===== src/rtl/raw_fwd_pipe.sv =====
module raw_fwd_pipe #(
  parameter int DW = 8,
  parameter int DEPTH = 4,
  parameter bit FWD_S4 = 1'b1,
  parameter bit FWD_S3_MUX = 1'b0,
  parameter bit FWD_S3_PASS = 1'b1,
  localparam int IW = (DEPTH > 1) ? $clog2(DEPTH) : 1
) (
  input  logic          clk,
  input  logic          rst_n,
  input  logic          in_valid,
  input  logic          rd_en,
  input  logic [IW-1:0] rd_idx,
  input  logic          wr_req,
  input  logic [IW-1:0] wr_idx,
  input  logic          cond,
  input  logic          sel,
  input  logic [DW-1:0] k,
  output logic          stall,
  output logic          cm_valid,
  output logic          cm_we,
  output logic [IW-1:0] cm_idx,
  output logic [DW-1:0] cm_data
);
  logic [DW-1:0] mem [DEPTH];

  logic          v2, wq2, cd2, sl2;
  logic [IW-1:0] idx2;
  logic [DW-1:0] r2, k2;
  logic          v3, wq3, cd3, sl3;
  logic [IW-1:0] idx3;
  logic [DW-1:0] x3;
  logic          v4, we4;
  logic [IW-1:0] idx4;
  logic [DW-1:0] wd4;

  logic          we3;
  logic [DW-1:0] wd3, rd_val, rd_mem;
  logic          m2, m3, m4, h2, h3, h4, f3, f4;

  assign we3 = wq3 & (~cd3 | (x3 != '0));
  assign wd3 = sl3 ? {x3[DW-2:0], x3[DW-1]} : x3;

  assign m2 = (DEPTH == 1) || (idx2 == rd_idx);
  assign m3 = (DEPTH == 1) || (idx3 == rd_idx);
  assign m4 = (DEPTH == 1) || (idx4 == rd_idx);

  assign h2 = v2 & m2;
  assign h3 = v3 & we3 & m3;
  assign h4 = v4 & we4 & m4;

  assign f3 = ~h2 & h3 & (FWD_S3_MUX | (FWD_S3_PASS & ~sl3));
  assign f4 = ~h2 & ~h3 & h4 & FWD_S4;

  assign stall = in_valid & rd_en & (h2 | h3 | h4) & ~f3 & ~f4;

  assign rd_mem = (DEPTH == 1) ? mem[0] : mem[rd_idx];
  always_comb begin
    if (!rd_en)  rd_val = '0;
    else if (f3) rd_val = FWD_S3_MUX ? wd3 : x3;
    else if (f4) rd_val = wd4;
    else         rd_val = rd_mem;
  end

  always_ff @(posedge clk) begin
    if (!rst_n) begin
      v2 <= 1'b0; wq2 <= 1'b0; cd2 <= 1'b0; sl2 <= 1'b0;
      idx2 <= '0; r2 <= '0; k2 <= '0;
      v3 <= 1'b0; wq3 <= 1'b0; cd3 <= 1'b0; sl3 <= 1'b0;
      idx3 <= '0; x3 <= '0;
      v4 <= 1'b0; we4 <= 1'b0; idx4 <= '0; wd4 <= '0;
      for (int i = 0; i < DEPTH; i++) mem[i] <= '0;
    end else begin
      v2   <= in_valid & ~stall;
      wq2  <= in_valid & ~stall & wr_req;
      cd2  <= cond;
      sl2  <= sel;
      idx2 <= wr_idx;
      r2   <= rd_val;
      k2   <= k;

      v3   <= v2;
      wq3  <= wq2;
      cd3  <= cd2;
      sl3  <= sl2;
      idx3 <= idx2;
      x3   <= r2 + k2;

      v4   <= v3;
      we4  <= v3 & we3;
      idx4 <= idx3;
      wd4  <= wd3;

      if (v4 && we4) begin
        if (DEPTH == 1) mem[0] <= wd4;
        else            mem[idx4] <= wd4;
      end
    end
  end

  assign cm_valid = v4;
  assign cm_we    = we4;
  assign cm_idx   = idx4;
  assign cm_data  = wd4;
endmodule


===== config.mk =====
export PLATFORM = sky130hd
export DESIGN_NAME = raw_fwd_pipe
export DESIGN_NICKNAME = d
export VERILOG_FILES = /design/src/rtl/raw_fwd_pipe.sv
export SDC_FILE = /design/constraint.sdc
export NUM_CORES = 1
export LEC_CHECK = 0
export BUFFER_PORTS_ARGS = -buffer_cell sky130_fd_sc_hd__buf_2
export CORE_UTILIZATION = 39
export DETAILED_ROUTE_END_ITERATION = 8
export PLACE_DENSITY_LB_ADDON = 0.05
export SLEW_MARGIN = 10
export SYNTH_ARGS = -nofsm -noshare
export SYNTH_HDL_FRONTEND = slang
export SYNTH_SLANG_ARGS = --single-unit
export TNS_END_PERCENT = 10

===== constraint.sdc =====
create_clock -name clk -period 2.2 [get_ports clk]
set_input_delay 0.33 -clock clk [delete_from_list [all_inputs] [get_ports clk]]
set_output_delay 0.33 -clock clk [all_outputs]
set_load 0.05 [all_outputs]

* Word level (Yosys, flattened, before mapping)
Memory sizes are Yosys's and may differ from the RTL's.
Cells that the tools add are included.
** Storage, ports and cells
- ROM bits :: 0
- Input bits :: 19
- Register bits :: 48
- Latch bits :: 0
- Memories :: 1
- Word-level logic and storage cells :: 62
- Output and inout port bits :: 13
- Memory bits (writable) :: 32
** Memory list
- mem :: words 4, width 8, read ports 1, clocked after Yosys merged registers in 0, wr ports 4, RTL line 25 : logic [DW-1:0] mem [DEPTH];
** Cells by class
- Div/mod/pow operators :: 0
- Add/subtract/negate cells :: 1
- Multiplexer cells :: 10
- $mul :: 0
- Bitwise operators :: 26
- Magnitude comparators :: 0
- Equality and inequality tests :: 3
- Shift operators :: 0
- Reduce and logical (&&, ||, !) cells :: 4
** Operator list (number)
- 8-bit 2-to-1 mux :: 4
- 1-bit AND :: 16
- 8-bit adder :: 1
- 8-bit nonzero test :: 1
- 8-bit OR reduction :: 1
- 1-bit NOT :: 7
- 2-bit == test :: 3
- 1-bit 2-to-1 mux :: 5
- 1-bit OR :: 3
- 2-bit 2-to-1 mux :: 1
- 2-bit AND reduction :: 1
- 1-bit logical AND :: 1

* Logic depth before layout (Yosys ltp)
- Word-level depth :: 13
- Mapped depth :: 8
- Gate-level depth less buffers :: 8

* Least setup slack after synthesis
Ideal clock, no wire load.
- Kind :: reg2reg
- Start :: register we4, in the netlist cm_we
- End :: memory mem[1][0], enable pin
- Path buffers :: 1
- Clock period less this slack :: 2.235 ns
- Slack :: -0.035 ns
- Arrival :: 1.900 ns
- Data required time :: 1.866 ns
- Stages on the path, launching flop included :: 6
- Cells stage by stage :: dfxtp_1 and2_1 clkbuf_1 nand2_1 nor3b_1 nand2b_1
** RTL lines
- from (decl) :: RTL line 33 : logic v4, we4;
- from (signal assigned) :: RTL line 90 : we4 <= v3 & we3;
- to (decl) :: RTL line 25

* Worst setup path in the final report
- Start :: register x3[5]
- End :: output port stall
** On the way
- Cells in the longest elaborated chain, start to end :: 10
** Ends and longest elaborated chain
- from (decl) :: RTL line 32 : logic [DW-1:0] x3;
- from (signal assigned) :: RTL line 87 : x3 <= r2 + k2;
- 8-bit nonzero test (*) :: RTL line 41 : assign we3 = wq3 & (~cd3 | (x3 != '0));
- 1-bit OR (*) :: RTL line 41
- 1-bit AND (*) :: RTL line 41
- 1-bit AND (*) (2 in a row) :: RTL line 49 : assign h3 = v3 & we3 & m3;
- 1-bit OR (tied with other cells) (2 in a row) :: RTL line 55 : assign stall = in_valid & rd_en & (h2 | h3 | h4) & ~f3 & ~f4;
- 1-bit AND (tied with other cells) :: RTL line 55
- 1-bit AND or 1-bit NOT (tied branches) :: RTL line 55
- 1-bit AND (*) :: RTL line 55
- to (decl) :: RTL line 19 : output logic stall,
Mark *: on every way between the ends. The rest lies on a longest branch, timed or not.

==> impl_metrics.tcl <==
set metrics [dict create \
    io_pins 32 \
    setup_slack_ps 173 \
    power_leakage_nw 1.64 \
    clock_latency_ps 350 \
    antenna_found_initial 0 \
    synth_flop_cell "dfxtp_1" \
    ant_nets 0 \
    dp_hpwl_um 5130 \
    synth_edf_count 32 \
    clockBufferDepth 2 \
    cts.clk_slew.worst_paths_ps 80 \
    dp_slack_ps 226 \
    drv_slew 0 \
    grt_pass1_vias 2098 \
    hold_viol_final 0 \
    mostFrequentLayoutCells "and2_1 (49), dfxtp_1 (44), edfxtp_1 (32)" \
    cts_made_buffers 9 \
    syn_area_per_cell_um2 11.9 \
    tns_ps 0 \
    peakVddDrop_mv 0.329 \
    drtIter0Drc 62 \
    drc 0 \
    clk_root_buffer_cell "clkbuf_8" \
    status "complete, no violations" \
    syn_inst 290 \
    vias 2212 \
    path_max_fanout 4 \
    diodes 0 \
    globalRoute.totalOverflow 0 \
    endpoint_kind "primary output" \
    yosysSeqAreaShare_pct 55.5 \
    synth-seq-cells 80 \
    maxCapViolCount 0 \
    layout_commonest_cell "and2_1" \
    h-tree-depth 3 \
    tightest_slew_ps 455 \
    grt_max_degree 59 \
    synth_cell_types 43 \
    syn2layout_area_growth_pct 16.5 \
    grt_first_pass_wirelength_um 11300 \
    die_w_um 96.2 \
    critPathRequiredTime_ps 1870 \
    async_flop_share_pct 0 \
    worst-endpoint-arrival_ps 1700 \
    maxSlewHeadroom_pct 69.7 \
    clock.fmax_ghz 0.493 \
    grt_usage_pct 17.5 \
    finalCriticalPeriod_ps 2030 \
    initial_core_util_pct 39.9 \
    dieHeight_um 96.2 \
    syn-num-nets 317 \
    worst_setup_path_start_kind "register" \
    hold_path_class "input pin to register" \
    cts.sinks 80 \
    crit_type "register to primary output" \
    rsz0062_at_grt "false" \
    core_um2 8680 \
    fillers 834 \
    avgViaCountPerCell 4.96 \
    yosysWarnings 0 \
    wl_per_cell_um 16.7 \
    dr.pass1.iters 4 \
    dieArea_um2 9260 \
    setup_viol_count_final 0 \
    io_buffers 31 \
    drive_gt1_share_pct 21.9 \
    std_cell_rows 34 \
    fin_worst_skew_ps 8.97 \
    power_density_nw_per_um2 758 \
    routed_wirelength_um 7430 \
    place_congestion 0.727 \
    cts_tree "done" \
    fin_crit_sh_pct 92.1 \
    nNetsFinal 360 \
    synth_area_um2 3460 \
    hold_buffers 0 \
]
power breakdown:
part	internal, mW	total [mW]	switching (mW)
Combinational	0.108	0.257	0.149
Sequential	1.60	1.65	0.0443
Clock	0.627	1.16	0.528
path summary, 6_finish.rpt:
check	end	slack, ps	from	cells after the start
max	stall	170	x3[5]	6
min	idx2[0]	180	wr_idx[0]	2
max reg2reg	x3[6]	240	r2[0]	8
min reg2reg	wq3	440	wq2	1
worst max-delay path, cell delays in order, from the launching register on:
cell and delay, ps:
dfxtp_2 350, nor4b_4 320, a31oi_4 140, nand3_1 130
a21boi_2 70, and2_1 160, buf_4 180
synthesized netlist by cell type, types with 3 or more instances:
master / n / area share, %
and2_1: 49 / 8.9
and3_1: 9 / 1.6
nor3b_1: 4 / 0.87
dfxtp_1: 48 / 28
clkbuf_1: 8 / 0.87
buf_6: 3 / 0.98
mux4_1: 5 / 3.8
inv_1: 6 / 0.65
mux2i_1: 9 / 2.6
nor2b_1: 11 / 2.0
o21ai_0: 13 / 1.9
mux4_2: 3 / 2.0
a21oi_1: 3 / 0.43
nor2_1: 12 / 1.3
ha_1: 7 / 2.5
edfxtp_1: 32 / 28
a311oi_1: 8 / 2.0
nand2b_1: 5 / 0.90
nand2_1: 16 / 1.7
xnor2_1: 5 / 1.3
nor3_1: 4 / 0.58
nand3_1: 4 / 0.58
xor2_1: 3 / 0.76
per-layer routing:
| metal | vias to the layer above | wire (um) | GRT usage (%) |
|---|---|---|---|
| met3 | 6 | 299 | 4.19 |
| met4 | 0 | 68 | 6.72 |
| met2 | 46 | 3410 | 26.5 |
| met5 | - | 0 | 0 |
| li1 | 1113 | - | - |
| met1 | 1047 | 3650 | 24.2 |
final cells by class:
class / count / area (um^2) / area share [%]
Timing Repair Buffer: 44 / 268 / 6.63
Inverter: 6 / 22.5 / 0.558
Tap cell: 108 / 135 / 3.35
Multi-Input combinational cell: 192 / 1470 / 36.5
Sequential cell: 80 / 1930 / 47.7
Clock buffer: 9 / 124 / 3.07
Clock inverter: 7 / 86.3 / 2.14
stage by stage:
| stage | power [mW] | hold WS (ps) | area [um^2] | instances | util (%) |
|---|---|---|---|---|---|
| finish | 3.06 | 181 | 4040 | 446 | 46.5 |
| global route | 3.19 | 161 | 4040 | 446 | 46.5 |
| CTS | 3.09 | 166 | 4010 | 445 | 46.3 |
| detailed placement | 1.94 | 420 | 3790 | 429 | 43.6 |
| global placement | 1.93 | 415 | 3790 | 429 | 43.6 |
| floorplan | 1.84 | 412 | 3470 | 290 | - |
kinds of logic (layout without fill, tap and decap cells):
kind of cell	count (synthesis)	count (layout)	share of synthesized area (%)
fa+ha+maj	8	8	3.11
compound gates	33	33	6.86
buf+inv	18	66	2.71
mux	17	17	8.35
simple gates	126	126	21.5
flops	80	80	55.5
xor+xnor	8	8	2.02
registers in the layout, summed over array words and instances (netlist names):
name      flops
sl3           1
x3            8
cm_valid      1
sl2           1
idx3          2
cm_data       8
v3            1
k2            8
cd3           1
v2            1
mem          32
wq2           1
r2            8
wq3           1
idx2          2
cd2           1
cm_idx        2
cm_we         1
timing repair:
action                     in CTS  in global routing
gates resized for setup         4                  4
buffers inserted                0                  1
pin swaps                       1                  1
setup endpoints to repair       1                  1
Note: power is estimated with default switching activity, not from simulation.
